**src/rtl/cdr_pkg.sv**
```systemverilog
package cdr_pkg;
   typedef struct packed {
      logic clr;
      logic load;
      logic strobe;
      logic inhibit;
   } cdr_ctl_t;
endpackage

```
**src/rtl/cdr_bit_cell.sv**
```systemverilog
module cdr_bit_cell
   import cdr_pkg::*;
(
   input  logic     clk,
   input  logic     rst_n,
   input  cdr_ctl_t ctl,
   input  logic     sense_b,
   input  logic     load_b,
   output logic     q
);
   logic keep_b;
   logic sense_set_b;
   logic load_set_b;

   always_comb begin
      keep_b      = q & ~ctl.clr;
      sense_set_b = sense_b & ctl.strobe & ~ctl.inhibit;
      load_set_b  = load_b & ctl.load;
   end

   always_ff @(posedge clk or negedge rst_n) begin
      if (!rst_n) q <= 1'b0;
      else        q <= keep_b | sense_set_b | load_set_b;
   end


   sense_needs_strobe_chk: assert property (@(posedge clk) disable iff (!rst_n)
      (!q && !ctl.load && !(ctl.strobe && sense_b)) |=> !q);

   inhibit_hold_chk: assert property (@(posedge clk) disable iff (!rst_n)
      (ctl.inhibit && !ctl.load && !ctl.clr) |=> (q == $past(q)));

   sense_no_clear_chk: assert property (@(posedge clk) disable iff (!rst_n)
      (q && !ctl.clr) |=> q);

   clear_load_chk: assert property (@(posedge clk) disable iff (!rst_n)
      (ctl.clr && ctl.load && !ctl.strobe) |=> (q == $past(load_b)));
endmodule

```
**src/rtl/cdr_digit_stage.sv**
```systemverilog
module cdr_digit_stage #(
   parameter int WIDTH = 59
) (
   input  logic             clk,
   input  logic             rst_n,
   input  logic             phase,
   input  logic [WIDTH-1:0] word,
   output logic [WIDTH-1:0] dig
);
   localparam logic [WIDTH-1:0] ZERO = '0;

   always_ff @(posedge clk or negedge rst_n) begin
      if (!rst_n)     dig <= ZERO;
      else if (phase) dig <= word;
      else            dig <= ZERO;
   end


   digit_idle_chk: assert property (@(posedge clk) disable iff (!rst_n)
      !phase |=> (dig == ZERO));

   digit_follow_chk: assert property (@(posedge clk) disable iff (!rst_n)
      phase |=> (dig == $past(word)));
endmodule

```
**src/rtl/core_data_reg.sv**
```systemverilog
module core_data_reg
   import cdr_pkg::*;
#(
   parameter int WIDTH = 59
) (
   input  logic             clk,
   input  logic             rst_n,
   input  logic             clr_i,
   input  logic             strobe_i,
   input  logic [WIDTH-1:0] sense_i,
   input  logic             inhibit_i,
   input  logic             load_i,
   input  logic [WIDTH-1:0] load_data_i,
   input  logic             digit_phase_i,
   output logic [WIDTH-1:0] word_o,
   output logic [WIDTH-1:0] digit_en_o
);
   localparam int MSB = WIDTH - 1;

   if (WIDTH < 1) begin : g_bad_width
      $error("core_data_reg: WIDTH must be at least 1");
   end

   cdr_ctl_t ctl;
   always_comb begin
      ctl.clr     = clr_i;
      ctl.load    = load_i;
      ctl.strobe  = strobe_i;
      ctl.inhibit = inhibit_i;
   end

   logic [MSB:0] word_q;

   for (genvar b = 0; b < WIDTH; b++) begin : g_bit
      cdr_bit_cell u_cell (
         .clk     (clk),
         .rst_n   (rst_n),
         .ctl     (ctl),
         .sense_b (sense_i[b]),
         .load_b  (load_data_i[b]),
         .q       (word_q[b])
      );
   end

   cdr_digit_stage #(.WIDTH(WIDTH)) u_digit (
      .clk   (clk),
      .rst_n (rst_n),
      .phase (digit_phase_i),
      .word  (word_q),
      .dig   (digit_en_o)
   );

   assign word_o = word_q;


   clear_zero_chk: assert property (@(posedge clk) disable iff (!rst_n)
      (clr_i && !load_i && !strobe_i) |=> (word_o == '0));

   load_or_chk: assert property (@(posedge clk) disable iff (!rst_n)
      (load_i && !clr_i && !strobe_i) |=> (word_o == ($past(word_o) | $past(load_data_i))));
endmodule

```
**config.mk**
```make
export PLATFORM = sky130hd
export DESIGN_NAME = core_data_reg
export DESIGN_NICKNAME = d
export VERILOG_FILES = /design/src/rtl/cdr_pkg.sv /design/src/rtl/cdr_bit_cell.sv /design/src/rtl/cdr_digit_stage.sv /design/src/rtl/core_data_reg.sv
export SDC_FILE = /design/constraint.sdc
export NUM_CORES = 1
export LEC_CHECK = 0
export BUFFER_PORTS_ARGS = -buffer_cell sky130_fd_sc_hd__buf_2
export CAP_MARGIN = 5
export CELL_PAD_IN_SITES_DETAIL_PLACEMENT = 0
export CELL_PAD_IN_SITES_GLOBAL_PLACEMENT = 1
export CORE_UTILIZATION = 35
export DETAILED_ROUTE_END_ITERATION = 8
export GPL_TIMING_DRIVEN = 0
export PLACE_DENSITY = 0.79
export SLEW_MARGIN = 20
export SYNTH_ARGS = -nofsm -noshare
export SYNTH_HDL_FRONTEND = slang
export SYNTH_SLANG_ARGS = --single-unit
export TNS_END_PERCENT = 1
```
**constraint.sdc**
```tcl
create_clock -name clk -period 1.17 [get_ports clk]
set_input_delay 0.234 -clock clk [delete_from_list [all_inputs] [get_ports clk]]
set_output_delay 0.234 -clock clk [all_outputs]
set_load 0.05 [all_outputs]
```
==> summary.md, run 1 <==
| Metric | Value |
|---|---|
| Status | `complete, but fails checks` |
| Failing checks | `setup timing` |
| Crit-path cells | `buf_8` |
| CP endpoint kind | `output pin` |
| WL final | `13.9 mm` |
| Setup TNS | `-1940 ps` |
| Avg Cell Area, Syn | `12.8 um^2` |
| Period minus WS final | `1230 ps` |
| Xor/xnor share of the synthesized area | `0%` |
| Largest net degree at the start of global routing | `61` |
| Crit path capture | `word_o[34]` |
| Placed cell area | `0.00633 mm^2` |
| Max-cap viol count | `0` |
| Pre-CTS setup slack | `-210 ps` |
| All-Layer GR Usage | `19.7%` |
| Leading post-synthesis cells by cell area | `dfrtp_1 61%, a221o_1 12%, buf_4 9.4%` |
| Number of port buffers | `239` |
| Adder-cell share of the synthesized area | `0%` |
| Congestion Overflow GR | `0` |
| Area Overhead vs Synth | `57.7%` |
| Starting density of the core | `36.4%` |
| Synthesized flop and latch total | `118` |
| Post-synthesis simple-gate area fraction | `15.4%` |
| Slew margin rel. | `56.9%` |
| Final nets | `744` |
| Clk sinks | `118` |
| Most numerous cell in the Yosys netlist | `dfrtp_1` |
| Distinct cells, synth | `9` |
| Wl on met1 | `5.64 mm` |
| Crit path from | `g_bit[34].u_cell.q` |
| Clk_lat worst skew | `400 ps` |
| DIE WIDTH | `120 um` |
| Final Hold Vio Count | `0` |
| Worst-path clk slew | `50 ps` |
| Clk root buf | `clkbuf_16` |
| Family with the most delay on the worst path | `flip-flops` |
| Critical path class | `flop to output pin` |
| Actual slew at the worst max-slew pin | `646 ps` |
| Via count | `3785` |
| Hold Crit Class | `input port to flop` |
| Residual DRC | `0` |
| Number of flops mapped to enable cells by yosys | `0` |
| Max Fanout on Critical Path | `3` |
| Slowest CP cell | `dfrtp_1` |
| CP Data Required Time | `940 ps` |
| Cell taking the most area after synthesis | `dfrtp_1` |
| Wire per inst | `17.2 um` |
| Maximum root-to-sink buffer count | `2` |
| Largest family of logic cells by synthesized area | `simple AND/OR/NAND/NOR gates` |
| Synth cell count leaders | `118 x dfrtp_1, 61 x buf_4, 59 x a221o_1, 59 x and2_1, 59 x nor2b_1` |
| Hold path depth | `2` |
| First-pass iteration count of the detailed router | `4` |
| Setup repair after global routing missed its margin | `true` |
| Routed wl met2 | `6.95 mm` |
| Arrival time at the worst endpoint | `1000 ps` |
| Delay of the slowest critical-path stage | `420 ps` |
| Worst r2r dst | `g_bit[18].u_cell.q` |
| TritonCTS clock tree | `built` |
| Cell row count | `42` |
| Synthesis warning total | `0` |
| Die area | `0.0144 mm^2` |
| P per Cell Area | `1720 mW/mm^2` |
| Clk_skew | `6.93 ps` |
| Static Leak | `0.00372 uW` |
| ANT nets after route | `0` |
| 1st-iter DRT viols | `113` |
| Setup ws final | `-63.7 ps` |
| Final Cycle Share | `105%` |
| Global-route wire length before repair | `21.4 mm` |
| Worst vdd ir | `0.909 mV` |
| F_max | `811 MHz` |
| Highest Signal Layer | `met4` |
| Number of cells on the critical path | `1` |
| Die Y | `120 um` |
| Syn nets | `506` |
| Crit path buf inv count | `1` |
| Share of cells above drive strength 1 | `49.0%` |
| Async S/R FF share, synth | `100%` |
| Fin Hold WS | `56.1 ps` |
| Power consumption | `13300 uW` |
| Yosys top cell area share | `60.6%` |
| Synth Flop Type | `dfrtp_1` |
| Kind of start point of the critical path | `flop` |
| Final cell area excluding filler cells | `0.00769 mm^2` |
| Post-Syn Instances | `381` |
| Metal3 WL | `1.04 mm` |
| Placer Congestion | `0.810` |
| Depth of the most critical reg-to-reg path | `3` |
| Core Area | `0.0134 mm^2` |
| DR vias/cell | `4.68` |
| Mux contribution to synthesized area | `0%` |
| Final Setup Violations | `69` |
| Synth Cell Area | `0.00488 mm^2` |
| Register-to-register setup slack | `80 ps` |
| Seq/Total Area, Yosys | `60.6%` |
| Final Max Tran Viols | `0` |
| IO Count | `243` |
| Hpwl dp | `9.75 mm` |
| Reg2reg start | `g_bit[18].u_cell.q` |
| Vias in the first global route | `4075` |
| H-tree lvl count | `4` |
| Inserted Clock Buffers | `17` |
| Synth Area in Compound Gates | `12.1%` |
| Antenna violations before repair | `1` |
## routing by layer
metal  track usage [%]  up-vias
met5                 0        -
met4              7.58        0
met3              6.80       18
met2              33.5      160
met1              22.7     1872
li1                  -     1735
## power breakdown
group	internal, uW	switching, uW
sequential	4470	309
clock	3230	1670
combinational	1550	2030
## cells in the final DEF (no fill, tap or decap), drive strengths merged
cell type	n
buf	284
dfrtp	118
nor2b	60
a221o	59
and2	59
clkbuf	46
clkinv	2
bufinv	2
diode	1
dlygate4sd3	1
## metrics by stage
step | std cells | utilization, %
2_1_floorplan | 381 | -
3_3_place_gp | 796 | 47.0
3_5_place_dp | 797 | 47.2
4_1_cts | 807 | 57.3
5_1_grt | 808 | 57.4
6_report | 808 | 57.4
## flip-flops by register name (all words and copies together), names as in the netlist
name,count
u_digit.dig,59
g_bit.u_cell.q,59
## cell type report
type                       instances  area (um^2)
antenna                            1         2.50
sequential                       118         2950
timing repair buffer             278         2480
clock inverter                     4         70.1
clock buffer                      27          483
tap                              176          220
multi-input combinational        178         1340
fill                            1137         5710
buffer                            26          138
## how the worst min path moves through the flow
stage | endpoint | slack [ps] | start
global route | g_bit[37].u_cell.q | 40 | sense_i[37]
CTS | g_bit[37].u_cell.q | 40 | sense_i[37]
global placement | g_bit[33].u_cell.q | 460 | sense_i[33]
finish | g_bit[36].u_cell.q | 60 | sense_i[36]
detailed placement | u_digit.dig[9] | 240 | rst_n
floorplan | g_bit[0].u_cell.q | -60 | rst_n
## timing repair
item / CTS / global route
gates cloned: 0 / 0
endpoints found under the setup margin: 118 / 170
resized for setup: 295 / 1
setup buffers: 37 / 0
endpoints found under the hold margin: 58 / 0
hold buffers: 1 / 0
## kinds of logic (layout without fill, tap and decap cells)
group | count (synthesis) | in the layout
DFF | 118 | 118
buffers and inverters | 85 | 335
and+or+nand+nor | 119 | 119
AOI/OAI and AO/OA | 59 | 59
other | 0 | 1
Note: power is estimated with default switching activity, not from simulation.
==> run 2, diff against run 1 <==
Clock period 1.17 ns to 1.2 ns, I/O delays scaled along.
==> summary.md, run 2 (synthesis results as in run 1) <==
| Metric | Value |
|---|---|
| Status | `complete, but fails checks` |
| Failing checks | `setup timing` |
| Register-to-register setup slack | `110 ps (+30 ps)` |
| Final Setup Violations | `45 (-35%)` |
| Register area | `0.00295 mm^2 (unchanged)` |
| Max Fanout on Critical Path | `3 (unchanged)` |
| Period minus WS final | `1240 ps` |
| Family with the most delay on the worst path | `flip-flops` |
| Fin Hold WS | `61.5 ps (+5.45 ps)` |
| Seq pwr share | `36.0% (about the same)` |
| Slew margin rel. | `57.4% (+0.45 points)` |
| DIE WIDTH | `120 um (unchanged)` |
| Reg2reg start | `g_bit[54].u_cell.q` |
| Antenna violations before repair | `1 (unchanged)` |
| Cell row count | `42 (unchanged)` |
| Area Overhead vs Synth | `57.6% (about the same)` |
| Final Max Tran Viols | `0 (unchanged)` |
| Share of cells above drive strength 1 | `49.0% (unchanged)` |
| Depth of the most critical reg-to-reg path | `3 (unchanged)` |
| Inserted Clock Buffers | `17 (unchanged)` |
| Delay of the slowest critical-path stage | `420 ps (about the same)` |
| 1st-iter DRT viols | `124 (+9.7%)` |
| Worst Hold Endpoint | `g_bit[36].u_cell.q` |
| Clk_lat worst skew | `400 ps (about the same)` |
| Final Cycle Share | `103%` |
| Kind of start point of the critical path | `flop` |
| Setup ws final | `-40.2 ps (+23.4 ps)` |
| Clk sinks | `118 (unchanged)` |
| Largest registers | `g_bit.u_cell.q (59), u_digit.dig (59)` |
| CP Data Required Time | `960 ps (+20 ps)` |
| Starting density of the core | `36.4% (unchanged)` |
| Leading cell type in the layout, fill and taps excluded | `buf_2` |
| Power consumption | `12900 uW (-2.5%)` |
| Clock network fraction of total power | `37.0% (about the same)` |
| Via count | `3794 (+0.24%)` |
| Fill cells | `1142 (+0.44%)` |
| Residual DRC | `0 (unchanged)` |
| Crit path buf inv count | `1 (unchanged)` |
| CP endpoint kind | `output pin` |
| ANT nets after route | `0 (unchanged)` |
| P_int | `9010 uW (-2.5%)` |
| Final nets | `744 (unchanged)` |
| Setup repair after global routing missed its margin | `true` |
| Combinational Power Share | `27.0% (about the same)` |
| Wire per inst | `17.0 um (-0.68%)` |
| Final Hold Vio Count | `0 (unchanged)` |
| Worst vdd ir | `0.886 mV (-2.5%)` |
| Commonest cells after routing, fill and taps aside | `122 x buf_2, 118 x dfrtp_1, 64 x buf_6` |
| Vias in the first global route | `4032 (-1.1%)` |
| TritonCTS clock tree | `built` |
| P per Cell Area | `1680 mW/mm^2 (-2.5%)` |
| F_max | `806 MHz` |
| IO Count | `243 (unchanged)` |
| Global-route wire length before repair | `21.2 mm (-0.87%)` |
| Crit-path cells | `buf_8` |
| Clk_skew | `6.94 ps (+0.000640 ps)` |
| Hold Crit Class | `input port to flop` |
| All-Layer GR Usage | `19.6% (-0.17 points)` |
| Die Y | `120 um (unchanged)` |
| Net Switching | `3900 uW (-2.6%)` |
| Placer Congestion | `0.810 (unchanged)` |
| Actual slew at the worst max-slew pin | `639 ps (-6.75 ps)` |
| Critical path class | `flop to output pin` |
| Slowest CP cell | `dfrtp_1` |
| Switch share | `30.2% (about the same)` |
| Worst r2r dst | `g_bit[54].u_cell.q` |
| Core Area | `0.0134 mm^2 (unchanged)` |
| Area of the multi-input gates | `0.00134 mm^2 (unchanged)` |
| Congestion Overflow GR | `0 (unchanged)` |
| Clk root buf | `clkbuf_16` |
| Max-cap viol count | `0 (unchanged)` |
| H-tree lvl count | `4 (unchanged)` |
| Die area | `0.0144 mm^2 (unchanged)` |
| Static Leak | `0.00372 uW (about the same)` |
| Hold Path Origin | `sense_i[36]` |
| Hold path depth | `2 (unchanged)` |
| First-pass iteration count of the detailed router | `4 (unchanged)` |
| Maximum root-to-sink buffer count | `2 (unchanged)` |
| WL final | `13.8 mm (-0.68%)` |
| Largest net degree at the start of global routing | `61 (unchanged)` |
| Hpwl dp | `9.75 mm (unchanged)` |
| Worst-path clk slew | `50 ps (about the same)` |
| Arrival time at the worst endpoint | `1000 ps (about the same)` |
| Number of port buffers | `239 (unchanged)` |
| DR vias/cell | `4.70 (+0.24%)` |
run 2: power groups by stage:
stage	clock network (uW)	logic, uW	registers (uW)
2_1_floorplan	0	1610	5120
3_3_place_gp	0	2930	4590
3_5_place_dp	0	2970	4610
4_1_cts	4870	3490	4650
5_1_grt	5040	3650	4690
6_report	4770	3490	4650
run 2: per-layer routing:
layer	track usage [%]	up-vias	share of wire (%)	routed length, um
met5	0	-	0	0
met4	7.58	0	1.7	235
met3	6.80	18	7.6	1050
met2	33.1	163	50	6900
met1	22.6	1877	41	5590
li1	-	1736	-	-
run 2: per-stage QoR:
stage,instances,util [%],setup WS [ps],setup TNS [ps],area (um^2)
CTS,807,57.1,-68.3,-1770,7650
detailed placement,797,47.2,-186,-7220,6330
global placement,796,47.0,-1550,-188120,6290
global route,808,57.4,-79.3,-2950,7690
finish,808,57.4,-40.2,-560,7690
floorplan,381,-,99.2,0,4880
run 2: area by class of cell:
class / count / area share, %
multi-input cells: 178 / 17.5
plain buffers: 26 / 1.79
clock inverters: 4 / 0.912
well taps: 176 / 2.87
repair buffers: 278 / 32.2
diodes: 1 / 0.0326
clock buffers: 27 / 6.28
flip-flops and latches: 118 / 38.4
run 2: worst max-delay path by stage:
stage	startpoint	endpoint	slack, ps	cells past startpoint
global placement	rst_n	g_bit[30].u_cell.q	-1550	1
finish	g_bit[34].u_cell.q	word_o[34]	-40	1
CTS	g_bit[54].u_cell.q	word_o[54]	-70	1
detailed placement	load_i	g_bit[54].u_cell.q	-190	3
floorplan	strobe_i	g_bit[10].u_cell.q	100	5
global route	g_bit[54].u_cell.q	word_o[54]	-80	1
run 2: timing repair:
action / CTS / global route
setup buffers: 37 / 0
endpoints found under the hold margin: 58 / 0
setup endpoints to repair: 118 / 98
gates resized for setup: 286 / 9
hold buffers: 1 / 0
==> run 3, diff against run 2 <==
Settings changed: ABC_AREA set to 1, CORE_UTILIZATION 35 to 34, REMOVE_ABC_BUFFERS set to 1.
==> summary.md, run 3 <==
| Metric | Value |
|---|---|
| Status | `complete, but fails checks` |
| Failing checks | `setup timing` |
| Max-cap viol count | `0 (unchanged)` |
| DR vias/cell | `4.58 (-2.5%)` |
| Number of port buffers | `242 (+1.3%)` |
| Arrival time at the worst endpoint | `990 ps (about the same)` |
| Number of flops mapped to enable cells by yosys | `0 (unchanged)` |
| Cell taking the most area after synthesis | `dfrtp_1` |
| Fill cells | `1379 (+21%)` |
| Leading post-synthesis cells by cell area | `dfrtp_1 56%, nand2_1 13%, nand3_1 9.4%` |
| Setup ws final | `-27.5 ps (+12.7 ps)` |
| Synth Cell Area | `0.00523 mm^2 (+7.2%)` |
| Cell row count | `44 (+4.8%)` |
| Clk sinks | `118 (unchanged)` |
| Final Setup Violations | `56 (+24%)` |
| Clk root buf | `clkbuf_16` |
| Worst vdd ir | `0.914 mV (+3.2%)` |
| Setup repair after global routing missed its margin | `true` |
| Synthesized flop and latch total | `118 (unchanged)` |
| Antenna violations before repair | `0 (-1)` |
| Slowest CP cell | `dfrtp_1` |
| Largest registers | `g_bit.u_cell.q (59), u_digit.dig (59)` |
| Delay of the slowest critical-path stage | `410 ps (about the same)` |
| Final Cycle Share | `102% (-1.1 points)` |
| Starting density of the core | `35.4% (-0.95 points)` |
| CP endpoint kind | `output pin` |
| Placer Congestion | `0.740 (-8.6%)` |
| Period minus WS final | `1230 ps (-12.7 ps)` |
| Critical path class | `flop to output pin` |
| Crit-path cells | `buf_6` |
| CP Data Required Time | `960 ps (about the same)` |
| All-Layer GR Usage | `18.3% (-1.3 points)` |
| F_max | `815 MHz (+1.0%)` |
| Hold Path Origin | `load_data_i[32]` |
| First-pass iteration count of the detailed router | `4 (unchanged)` |
| 1st-iter DRT viols | `202 (+63%)` |
| Yosys top cell area share | `56.5% (-4.1 points)` |
| Wire per inst | `14.5 um (-15%)` |
| H-tree lvl count | `4 (unchanged)` |
| Largest net degree at the start of global routing | `61 (unchanged)` |
| Final Hold Vio Count | `0 (unchanged)` |
| TritonCTS clock tree | `built` |
| Synth Flop Type | `dfrtp_1` |
| Maximum root-to-sink buffer count | `2 (unchanged)` |
| Placed Instances | `901 (+13%)` |
| Slew margin rel. | `48.6% (-8.8 points)` |
| Core Area | `0.0148 mm^2 (+10%)` |
| Inserted Clock Buffers | `17 (unchanged)` |
| Worst-path clk slew | `50 ps (about the same)` |
| Crit path buf inv count | `1 (unchanged)` |
| Avg Cell Area, Syn | `9.24 um^2 (-28%)` |
| Depth of the most critical reg-to-reg path | `3 (unchanged)` |
| Setup TNS | `-593 ps (-33.2 ps)` |
| Diode count | `0 (-1)` |
| Clk_lat worst skew | `410 ps (about the same)` |
| Final nets | `875 (+18%)` |
| Hpwl dp | `8.19 mm (-16%)` |
| Actual slew at the worst max-slew pin | `771 ps (+132 ps)` |
| Family with the most delay on the worst path | `flip-flops` |
| Area Overhead vs Synth | `42.2%` |
| Die area | `0.0159 mm^2 (+10%)` |
| Reg2reg start | `g_bit[17].u_cell.q` |
| Max Fanout on Critical Path | `3 (unchanged)` |
| Most numerous cell in the Yosys netlist | `nand2_1` |
| Register-to-register setup slack | `380 ps (+270 ps)` |
| Kind of start point of the critical path | `flop` |
| Async S/R FF share, synth | `100% (unchanged)` |
| Post-Syn Instances | `566 (+49%)` |
| Final std cells w/o fill | `947 (+17%)` |
| Clk_skew | `5.58 ps (-1.36 ps)` |
| Share of cells above drive strength 1 | `40.4% (-8.6 points)` |
| Die Y | `126 um (+5.0%)` |
| Static Leak | `0.00419 uW (+12%)` |
| Leading cell type in the layout, fill and taps excluded | `nand2_1` |
| Final Max Tran Viols | `0 (unchanged)` |
| Hold Crit Class | `input port to flop` |
| Synth cell count leaders | `177 x nand2_1, 118 x dfrtp_1, 98 x nand3_1` |
| Worst r2r dst | `g_bit[17].u_cell.q` |
| Global-route wire length before repair | `22.5 mm (+6.1%)` |
| P per Cell Area | `1690 mW/mm^2 (+0.59%)` |
| IO Count | `243 (unchanged)` |
| Synthesis warning total | `0 (unchanged)` |
| WL final | `13.7 mm (-0.36%)` |
| Via count | `4337 (+14%)` |
| ANT nets after route | `0 (unchanged)` |
| Commonest cells after routing, fill and taps aside | `177 x nand2_1, 120 x buf_2, 118 x dfrtp_1, 118 x buf_6, 98 x nand3_1` |
| Hold path depth | `3 (+1)` |
| Congestion Overflow GR | `0 (unchanged)` |
| Distinct cells, synth | `11 (+2)` |
| Worst Hold Endpoint | `g_bit[32].u_cell.q` |
| Seq/Total Area, Yosys | `56.5% (-4.1 points)` |
| DIE WIDTH | `126 um (+5.0%)` |
| Residual DRC | `0 (unchanged)` |
| Vias in the first global route | `4456 (+11%)` |
## run 3: cell types whose count changed after synthesis, moves of 18 or more
| cell | delta |
|---|---|
| nand3_2 | +20 |
| nand2_1 | +177 |
| a221o_1 | -59 |
| clkbuf_1 | -18 |
| buf_2 | +19 |
| inv_1 | +59 |
| nor2b_1 | -59 |
| and2_1 | -59 |
| nand3_1 | +98 |
## run 3: worst max-delay path by stage
stage,startpoint,endpoint,cells after the start,slack [ps]
floorplan,inhibit_i,g_bit[10].u_cell.q,3,160
detailed placement,inhibit_i,g_bit[35].u_cell.q,4,-50
CTS,g_bit[30].u_cell.q,word_o[30],1,-50
global placement,rst_n,g_bit[20].u_cell.q,1,-1660
finish,g_bit[2].u_cell.q,word_o[2],1,-30
global route,g_bit[20].u_cell.q,word_o[20],1,-70
## run 3: metrics by stage
stage / instance area [um^2] / hold WS, ps / worst slack, ps / util, % / total power [uW]
after global routing: 7440 / 41.6 / -70.0 / 50.4 / 13100
after global placement: 5980 / 461 / -1660 / 40.5 / 7250
after CTS: 7430 / 24.9 / -45.7 / 50.3 / 12700
after detailed placement: 6020 / 249 / -50.2 / 40.8 / 7270
final: 7440 / 47.3 / -27.5 / 50.4 / 12600
after floorplan: 4540 / -55.6 / 161 / - / 6330
## run 3: cell families (layout without fill, tap and decap cells)
logic type    Yosys count  count (layout)  synth area share, %
simple gates          295             295                 25.9
flops                 118             118                 56.5
buf+inv               153             350                 17.6
## run 3: what timing repair did
item / CTS / global route
gates resized for setup: 236 / 1
pin swaps: 0 / 0
endpoints found under the setup margin: 118 / 145
hold buffers: 1 / 0
setup buffers: 12 / 1
hold endpoints to repair: 58 / 0
## run 3: cell type report
type	instances	area (um^2)	area share, %
Timing Repair Buffer	257	2100	28.3
Multi-Input combinational cell	295	1360	18.2
Sequential cell	118	2950	39.7
Tap cell	184	230	3.10
Clock buffer	23	488	6.56
Inverter	61	234	3.15
Clock inverter	9	75.1	1.01
## run 3: power breakdown
| part | internal [uW] | switching [uW] | total, uW |
|---|---|---|---|
| Clock | 3040 | 1710 | 4750 |
| Combinational | 1110 | 2070 | 3180 |
| Sequential | 4350 | 280 | 4630 |
| Total | 8510 | 4060 | 12600 |
## run 3: per-layer routing
layer / global-route usage (%) / vias up / wire length [um]
met5: 0 / - / 0
met4: 6.87 / 0 / 251
met3: 6.33 / 18 / 1020
met2: 30.3 / 198 / 6620
met1: 21.8 / 2065 / 5840
li1: - / 2056 / -
